===== config.mk =====
export PLATFORM = sky130hd
export DESIGN_NAME = qrt_triang
export DESIGN_NICKNAME = d
export VERILOG_FILES = /design/src/rtl/qrt_pkg.sv /design/src/rtl/qrt_cordic.sv /design/src/rtl/qrt_triang.sv
export SDC_FILE = /design/constraint.sdc
export NUM_CORES = 2
export LEC_CHECK = 0
export BUFFER_PORTS_ARGS = -buffer_cell sky130_fd_sc_hd__buf_2
export CORE_ASPECT_RATIO = 0.8
export CORE_MARGIN = 4
export CORE_UTILIZATION = 45
export DETAILED_ROUTE_END_ITERATION = 12
export SETUP_SLACK_MARGIN = 0.4
export SLEW_MARGIN = 40
export SYNTH_ARGS = -nofsm -noshare
export SYNTH_HDL_FRONTEND = slang
export SYNTH_SLANG_ARGS = --single-unit

===== constraint.sdc =====
create_clock -name clk -period 6.9 [get_ports clk]
set_input_delay 0.345 -clock clk [delete_from_list [all_inputs] [get_ports clk]]
set_output_delay 0.345 -clock clk [all_outputs]
set_load 0.005 [all_outputs]

===== src/rtl/qrt_pkg.sv =====
package qrt_pkg;
  typedef enum logic [1:0] {S_IDLE, S_PREP, S_ISSUE, S_WAIT} qrt_state_t;
  // rotator job kinds: phase vectoring, phase replay, magnitude vectoring,
  // magnitude replay on real parts, magnitude replay on imaginary parts
  typedef enum logic [2:0] {OP_VPH, OP_RPH, OP_VMG, OP_RRE, OP_RIM} qrt_op_t;
endpackage


===== src/rtl/qrt_cordic.sv =====
module qrt_cordic #(
  parameter int CW   = 25,
  parameter int OW   = 23,
  parameter int ITER = 16,
  parameter int KF   = 16,
  parameter int KINV = 39797
) (
  input  logic                 clk,
  input  logic                 clr,
  input  logic                 start_i,
  input  logic                 vec_i,
  input  logic signed [CW-1:0] x_i,
  input  logic signed [CW-1:0] y_i,
  output logic                 done_o,
  output logic signed [OW-1:0] x_o,
  output logic signed [OW-1:0] y_o
);
  localparam int NW = (ITER > 1) ? $clog2(ITER) : 1;
  localparam logic [NW-1:0] NLAST = NW'(ITER - 1);
  localparam logic signed [KF:0] KS = (KF + 1)'(KINV);

  logic signed [CW-1:0] x, y, xn, yn;
  logic [ITER-1:0] dirs;
  logic [NW-1:0] cnt;
  logic run, fin, vec, dnow;
  logic signed [CW+KF:0] xe, ye;

  always_comb begin
    dnow = vec ? !y[CW-1] : dirs[cnt];
    xn = dnow ? x + (y >>> cnt) : x - (y >>> cnt);
    yn = dnow ? y - (x >>> cnt) : y + (x >>> cnt);
    xe = {{(KF + 1){x[CW-1]}}, x};
    ye = {{(KF + 1){y[CW-1]}}, y};
  end

  always_ff @(posedge clk) begin
    if (clr) begin
      x <= '0; y <= '0; dirs <= '0; cnt <= '0;
      run <= 1'b0; fin <= 1'b0; vec <= 1'b0;
      done_o <= 1'b0; x_o <= '0; y_o <= '0;
    end else begin
      done_o <= 1'b0;
      if (start_i) begin
        x <= x_i; y <= y_i; vec <= vec_i; cnt <= '0; run <= 1'b1;
      end else if (run) begin
        x <= xn; y <= yn;
        if (vec) dirs[cnt] <= dnow;
        if (cnt == NLAST) begin
          run <= 1'b0; fin <= 1'b1;
        end
        cnt <= cnt + 1'b1;
      end else if (fin) begin
        fin <= 1'b0;
        x_o <= OW'((xe * KS) >>> KF);
        y_o <= OW'((ye * KS) >>> KF);
        done_o <= 1'b1;
      end
    end
  end
endmodule


===== src/rtl/qrt_triang.sv =====
module qrt_triang
  import qrt_pkg::*;
#(
  parameter int M    = 4,
  parameter int N    = 4,
  parameter int DW   = 16,
  parameter int HB   = 3,
  parameter int GB   = 4,
  parameter int ITER = 16,
  parameter int KF   = 16,
  parameter int KINV = 39797
) (
  input  logic                       clk,
  input  logic                       rst_n,
  input  logic                       restart_i,
  input  logic                       in_valid_i,
  output logic                       in_ready_o,
  input  logic [N*DW-1:0]            a_re_i,
  input  logic [N*DW-1:0]            a_im_i,
  input  logic [DW-1:0]              lambda_i,
  output logic                       r_done_o,
  output logic [N*N*(DW+HB+GB)-1:0]  r_re_o,
  output logic [N*N*(DW+HB+GB)-1:0]  r_im_o
);
  localparam int RW  = DW + HB + GB;
  localparam int CW  = RW + 2;
  localparam int KW  = $clog2(N);
  localparam int RCW = $clog2(M);
  localparam logic [KW-1:0]  KLAST = KW'(N - 1);
  localparam logic [RCW-1:0] RLAST = RCW'(M - 1);

  qrt_state_t st;
  qrt_op_t    op;
  logic [KW-1:0]  k, j;
  logic [RCW-1:0] rows;
  logic signed [RW-1:0] rre [N][N];
  logic signed [RW-1:0] rim [N][N];
  logic signed [RW-1:0] xr [N];
  logic signed [RW-1:0] xi [N];

  logic c_start, c_vec, c_done;
  logic signed [CW-1:0] c_xi, c_yi;
  logic signed [RW-1:0] c_x, c_y;

  function automatic logic signed [RW-1:0] widen(input logic [DW-1:0] v);
    return {{HB{v[DW-1]}}, v, {GB{1'b0}}};
  endfunction

  function automatic logic signed [CW-1:0] ext(input logic signed [RW-1:0] v);
    return {{(CW - RW){v[RW-1]}}, v};
  endfunction

  assign in_ready_o = (st == S_IDLE) && !restart_i;
  assign c_start    = (st == S_ISSUE);

  always_comb begin
    c_vec = 1'b0;
    c_xi  = ext(rre[k][j]);
    c_yi  = ext(xr[j]);
    case (op)
      OP_VPH:  begin c_vec = 1'b1; c_xi = ext(xr[k]);     c_yi = ext(xi[k]); end
      OP_RPH:  begin               c_xi = ext(xr[j]);     c_yi = ext(xi[j]); end
      OP_VMG:  begin c_vec = 1'b1; c_xi = ext(rre[k][k]); c_yi = ext(xr[k]); end
      OP_RIM:  begin               c_xi = ext(rim[k][j]); c_yi = ext(xi[j]); end
      default: ;
    endcase
  end

  qrt_cordic #(.CW(CW), .OW(RW), .ITER(ITER), .KF(KF), .KINV(KINV)) u_rot (
    .clk(clk), .clr(!rst_n || restart_i), .start_i(c_start), .vec_i(c_vec),
    .x_i(c_xi), .y_i(c_yi), .done_o(c_done), .x_o(c_x), .y_o(c_y)
  );

  always_ff @(posedge clk) begin
    if (!rst_n || restart_i) begin
      st <= S_IDLE; op <= OP_VPH; k <= '0; j <= '0; rows <= '0; r_done_o <= 1'b0;
      for (int a = 0; a < N; a++) begin
        xr[a] <= '0; xi[a] <= '0;
        for (int b = 0; b < N; b++) begin rre[a][b] <= '0; rim[a][b] <= '0; end
      end
    end else begin
      r_done_o <= 1'b0;
      case (st)
        S_IDLE: if (in_valid_i) begin
          for (int a = 0; a < N; a++) begin
            xr[a] <= widen(a_re_i[a*DW +: DW]);
            xi[a] <= widen(a_im_i[a*DW +: DW]);
          end
          if (rows == '0) begin
            for (int a = 0; a < N; a++)
              for (int b = 0; b < N; b++) begin
                rre[a][b] <= (a == b) ? widen(lambda_i) : '0;
                rim[a][b] <= '0;
              end
          end
          k  <= '0;
          st <= S_PREP;
        end
        S_PREP: begin
          // keep the vectoring input in the right half plane
          if (xr[k][RW-1]) begin
            for (int a = 0; a < N; a++) begin xr[a] <= -xr[a]; xi[a] <= -xi[a]; end
          end
          op <= OP_VPH;
          st <= S_ISSUE;
        end
        S_ISSUE: st <= S_WAIT;
        S_WAIT: if (c_done) begin
          st <= S_ISSUE;
          case (op)
            OP_VPH: begin
              xr[k] <= c_x; xi[k] <= '0;
              if (k == KLAST) op <= OP_VMG;
              else begin op <= OP_RPH; j <= k + 1'b1; end
            end
            OP_RPH: begin
              xr[j] <= c_x; xi[j] <= c_y;
              if (j == KLAST) op <= OP_VMG;
              else j <= j + 1'b1;
            end
            OP_VMG: begin
              rre[k][k] <= c_x;
              if (k == KLAST) begin
                st <= S_IDLE;
                if (rows == RLAST) begin rows <= '0; r_done_o <= 1'b1; end
                else rows <= rows + 1'b1;
              end else begin
                op <= OP_RRE; j <= k + 1'b1;
              end
            end
            OP_RRE: begin
              rre[k][j] <= c_x; xr[j] <= c_y; op <= OP_RIM;
            end
            default: begin
              rim[k][j] <= c_x; xi[j] <= c_y;
              if (j == KLAST) begin k <= k + 1'b1; st <= S_PREP; end
              else begin op <= OP_RRE; j <= j + 1'b1; end
            end
          endcase
        end
        default: st <= S_IDLE;
      endcase
    end
  end

  for (genvar a = 0; a < N; a++) begin : g_row
    for (genvar b = 0; b < N; b++) begin : g_col
      assign r_re_o[(a*N+b)*RW +: RW] = rre[a][b];
      assign r_im_o[(a*N+b)*RW +: RW] = rim[a][b];
    end
  end
endmodule


After elaboration in Yosys (flattened, before gate mapping)
Memories as Yosys holds them, arrays and structs flattened. A register that Yosys moved wholly into a read port is not among the register bits.
Index checks and enable logic that the tools add are counted.
{ "totals": {"reg_bits": 132, "mem_bits_rw": 920, "in_bits": 148, "output_inout_bits": 738, "wordCells": 524, "n_memories": 4} }
{ "classes": {"addsub": 16, "mul": 2, "n_lt_le_gt_ge": 6, "n_eq_ne": 21, "shift": 2, "muxes": 271, "bitwise_logic": 151, "reduce_logical": 35} }
{ "mem_list": {"columns": ["name", "words", "word_bits", "rd", "rd_clocked_by_memory_dff", "write_ports", "line", "rtl"], "rows": [
  ["rim", 4, 92, 5, 1, 4, "qrt_triang.sv:37", "logic signed [RW-1:0] rim [N][N];"],
  ["rre", 4, 92, 5, 1, 4, "qrt_triang.sv:36", "logic signed [RW-1:0] rre [N][N];"],
  ["xi", 4, 23, 6, 2, 4, "qrt_triang.sv:39", "logic signed [RW-1:0] xi [N];"],
  ["xr", 4, 23, 6, 2, 4, "qrt_triang.sv:38", "logic signed [RW-1:0] xr [N];"]
]} }
{ "op_table": {"columns": ["cell", "n"], "rows": [
  ["two-way mux 23 bit", 62],
  ["two-way mux 92 bit", 7],
  ["negator 23 bit", 8],
  ["OR reduction 92 bit", 2],
  ["two-way mux 25 bit", 6],
  ["two-way mux 1 bit", 146],
  ["bitwise OR 1 bit", 142],
  ["binary-select mux 23 bit (select 2 bit)", 3],
  ["case mux 25 bit (4 select lines)", 1],
  ["demux 23 bit (select 2 bit)", 2],
  ["OR reduction 23 bit", 4],
  ["multiplier 25 x 17 -> 39 bit, second input constant", 2],
  ["case mux 25 bit (3 select lines)", 1],
  ["two-way mux 2 bit", 30],
  ["adder 25 bit", 2],
  [">>> shifter 25 x 4 -> 25 bit", 2],
  ["subtractor 25 bit", 2],
  ["bitwise mux 16 bit", 1],
  ["AND reduction 5 bit", 3],
  ["two-way mux 3 bit", 4],
  ["inequality test 2 bit, second input constant", 6],
  ["case mux 2 bit (2 select lines)", 3],
  ["case mux 3 bit (4 select lines)", 1],
  ["== test 2 bit, second input constant", 5],
  ["other kinds (33)", 59]
]} }

Logic depth before layout (Yosys ltp)
{ "logic_depth": {"ltp_word": 10, "depth_mapped": 26} }

By module
From an unflattened synthesis, not the netlist that was laid out.
{ "unflattened": {"cells_unflattened": 6864, "hier_area_um2": 77704.5} }
{ "by_module_without_submodules": {"columns": ["module", "instances", "cells_per_inst", "area_per_inst_um2"], "rows": [
  ["qrt_triang", 1, 3851, 50410.8],
  ["qrt_cordic", 1, 3013, 27293.7]
]} }

Worst setup path after synthesis
Ideal clock, no wire load.
{ "synth_timing": {"path_kind": "register to register", "startpoint": "reg u_rot.y[9]", "endpoint": "reg u_rot.y_o[19]", "arrival_ps": 5712, "required_time_ps": 6783, "path_slack_ps": 1071, "path_stages_with_launch": 22, "n_path_buf": 0, "period_less_slack_ps": 5829, "cell_sequence": "dfxtp_1 ha_1 xor2_1 ha_1 inv_1 fa_1 inv_1 fa_1 fa_1 inv_1 fa_1 inv_1 ha_1 a221o_1 a31oi_1 o21ai_0 a21oi_1 o21ai_0 a221o_1 a21o_1 a211o_1 a32o_1"} }
{ "synth_between": {"elab_chain_len": 1} }
{ "synth_rtl": {"columns": ["item", "line", "rtl"], "rows": [
  ["start, declared", "qrt_cordic.sv:22", "logic signed [CW-1:0] x, y, xn, yn;"],
  ["start signal, assigned", "qrt_cordic.sv:46", "x <= xn; y <= yn;"],
  ["multiplier 25 x 17 -> 39 bit", "qrt_cordic.sv:55", "y_o <= OW'((ye * KS) >>> KF);"],
  ["end signal, assigned", "qrt_cordic.sv:55", null],
  ["end, declared", "qrt_cordic.sv:16", "output logic signed [OW-1:0] y_o"]
]} }
Every way passes these cells.
A chain may end at the register's enable or synchronous reset.

Worst setup path after layout
{ "layout_timing": {"startpoint": "reg u_rot.x[14]", "endpoint": "reg u_rot.x_o[21]"} }
{ "layout_between": {"elab_chain_len": 1} }
{ "layout_rtl": {"columns": ["item", "line", "rtl"], "rows": [
  ["start, declared", "qrt_cordic.sv:22", null],
  ["start signal, assigned", "qrt_cordic.sv:46", null],
  ["multiplier 25 x 17 -> 39 bit", "qrt_cordic.sv:54", "x_o <= OW'((xe * KS) >>> KF);"],
  ["end signal, assigned", "qrt_cordic.sv:54", null],
  ["end, declared", "qrt_cordic.sv:15", "output logic signed [OW-1:0] x_o,"]
]} }
Every way passes these cells.

==> reports/results.ini <==
[outcome]
status = finished clean

[logic_synthesis]
syn-cell-area_mm2 = 0.0768
avgSynthCellArea_um2 = 11.5
yosysTopAreaCell = edfxtp_1
synth.top_cell.area_share = 0.360
synthMuxAreaShare = 0.127
synth-edff-count = 920
ys_top_cells_by_area = edfxtp_1 (36%), mux4_2 (11%), fa_1 (9.2%), ha_1 (7.3%), and3_1 (5.5%)
synth_xor_area_frac = 0.0374
synthFlopType = edfxtp_1
ys_seq_area_frac = 0.395
yosysMostFrequentCell = edfxtp_1
synthesis.nets = 7645
synth-warning-count = 0
synthCells = 6695
synth-adder-area-share = 0.165
synth-async-reset-ratio = 0
synth_top_family_by_area = adder cells
synthSimpleGateAreaFrac = 0.117
ys_seq_elements = 1056
synth-compound-area-share = 0.0994
ys_top_cells_by_count = edfxtp_1 (920), and3_1 (681), inv_1 (647), ha_1 (450), clkbuf_1 (424)
yosysUniqueCellTypes = 99

[worst_hold_path]
hp-class = in -> reg

[placement]
gp_congestion = 1.01
io_buffers = 885
place_hpwl_um = 256000
dpl.cell_count = 9546
placed_cell_area_mm2 = 0.0840

[clock_network]
cts-root-buf = clkbuf_16
cts_tree = yes
cts_inserted_buffers = 114
path_clk_slew_ns = 0.07
insertion_delay_ns = 0.86
h-tree-depth = 3
clk_path_buf_depth = 3
clock_sinks = 1056

[drt]
viasPerCell = 6.48
routedWlPerCell_um = 34.0
ant_nets = 0
drtIter0Drc = 9484
drt_pass1_iterations = 8
drcViolationCount = 0
wl_um = 337000
vias = 64244

[sta]
fmax_mhz = 160
rsz0062_at_grt = no
setup-violations-final = 0
fin_skew_ns = 0.104
maxSlewViolCount = 0
final.min_clock_period_ns = 6.25
whs_ns = 0.113
fin_setup_tns_ns = 0
finalHoldViolCount = 0
relSlewSlack = 0.361
worst_pin_slew_ns = 0.959
finalCritPeriodShare = 0.905

[run]
maxCapViolCount = 0

[floorplanning]
dieHeight_um = 378
dieArea_mm2 = 0.177
rows = 135
die_w_um = 470
start_util = 0.453
io-pin-count = 886
core_area_mm2 = 0.169

[critical_path]
slowest_stage = dfxtp_1
crit_top_cell = fa_1
critPathRequiredTime_ns = 7.57
max_stage_delay_ns = 0.77
crit_chain = ha_1, inv_1, fa_1, fa_1, inv_1, fa_1, fa_1, inv_1, fa_1, inv_1, ha_1, and3_1, nand4_1, o221a_2, o211a_1, o21ai_1, a211oi_2, o211a_1, o21ai_0, o21ai_0
worstSetupPathType = reg -> reg
crit_fanout = 13
cp.arrival_ns = 6.92
cp-end-kind = flip-flop
startpoint_type = flip-flop

[grt]
grt_pass1_wl_um = 471000
busiest_layer = met2
use_met3 = 0.123
overflow = 0
antenna_found_initial = 31
grt_usage = 0.370
grt_pass1_vias = 60089
grt_use_met2 = 0.527
grt_util_met1 = 0.507
grt_max_degree = 104

[power_and_ir_drop]
power_w = 0.0163
ir_drop_uv = 258
total_leakage_power_nw = 41.8
powerDensity_mw_per_mm2 = 182

[final_layout]
area_delta_synth_final_pct = 16.5
num-nets-final = 8500
finalNonFillerCells = 9919
nFillCells = 14841
stdcell_area_mm2 = 0.0895
drive_gt1_frac = 0.240

==> report_power, final <==
group / total (W) / switching (W) / internal [W]
Sequential: 0.00753 / 0.000326 / 0.00721
Clock: 0.00641 / 0.00290 / 0.00351
Combinational: 0.00231 / 0.00141 / 0.000898
==> final timing paths <==
path | startpoint | end | slack (ns) | cells after the start
worst max register to register | u_rot.x[14]$_SDFFE_PP0P_ | u_rot.x_o[21]$_SDFFE_PP0P_ | 0.65 | 20
worst min register to register | u_rot.x_o[5]$_SDFFE_PP0P_ | u_rot.x_o[5]$_SDFFE_PP0P_ | 0.45 | 2
worst min-delay path | a_re_i[15] | xr[0][20]$_DFFE_PP_ | 0.11 | 3
worst max-delay path | u_rot.x[14]$_SDFFE_PP0P_ | u_rot.x_o[21]$_SDFFE_PP0P_ | 0.65 | 20
==> metal layers <==
layer | up-vias | routed length (um)
li1 | 26377 | -
met2 | 4667 | 140000
met5 | - | 91
met4 | 14 | 21100
met3 | 784 | 45600
met1 | 32402 | 130000
==> critical path: cells and delay by family, from the launching register on <==
kind	cells	cell delay, ns
adder cells (fa/ha/maj)	7	3.15
AO/OA/AOI/OAI	7	1.65
flip-flops	1	0.77
AND/OR/NAND/NOR	2	0.33
buffers and inverters	4	0.24
==> flip-flops by register name, summed over array words and instances, names as in the netlist, 2 cells and up, named ones only <==
| register | count |
|---|---|
| j | 2 |
| k | 2 |
| op | 3 |
| rim | 368 |
| rows | 2 |
| rre | 368 |
| st | 2 |
| u_rot.cnt | 4 |
| u_rot.dirs | 16 |
| u_rot.x | 25 |
| u_rot.x_o | 23 |
| u_rot.y | 25 |
| u_rot.y_o | 23 |
| xi | 92 |
| xr | 92 |
==> logic make-up (layout without fill, tap and decap cells) <==
kind of cell	after synthesis	in the layout
AND/OR/NAND/NOR	1706	1706
AO/OA/AOI/OAI	1168	1168
buffers and inverters	1156	2107
flip-flops	1056	1056
adder cells (fa/ha/maj)	802	802
multiplexers	479	479
XOR/XNOR	328	328
other	0	13
==> through the flow <==
| stage | worst slack, ns | utilization |
|---|---|---|
| final | 0.654 | 0.528 |
| after global routing | 0.404 | 0.528 |
| after CTS | 0.455 | 0.527 |
| after detailed placement | 0.391 | 0.496 |
| after global placement | 0.389 | 0.495 |
| after floorplan | 1.07 | - |
==> layout by cell type, fill, tap and decap left out, types with 43 or more instances in the layout <==
cell type / n
inv_1: 645
nor3_1: 80
clkbuf_16: 114
ha_1: 442
buf_4: 192
and3_1: 677
fa_1: 352
dlygate4sd3_1: 142
xnor2_1: 169
buf_2: 891
dfxtp_1: 93
nor2_1: 234
mux2i_1: 55
o22ai_1: 49
nand2_1: 409
mux4_2: 386
nand3_1: 51
xor2_1: 159
edfxtp_1: 920
a22o_1: 72
o221ai_1: 43
a21o_1: 59
a22oi_1: 96
a21oi_1: 301
o21ai_0: 260
==> repair_timing <==
action,CTS,global route
gates resized for setup,2,18
setup buffers,0,1
endpoints found under the setup margin,4,14
pin swaps,0,1
endpoints found under the hold margin,202,0
hold buffers,142,0
==> area by class of cell <==
| class | count | area (um^2) | area share |
|---|---|---|---|
| Clock buffer | 132 | 2930 | 0.0327 |
| Inverter | 650 | 2440 | 0.0273 |
| Multi-Input combinational cell | 4483 | 42300 | 0.472 |
| Antenna cell | 13 | 32.5 | 0.000364 |
| Sequential cell | 1056 | 30400 | 0.340 |
| Tap cell | 2260 | 2830 | 0.0316 |
| Clock inverter | 80 | 868 | 0.00970 |
| Timing Repair Buffer | 1245 | 7700 | 0.0861 |
(Power assumes the default switching activity.)
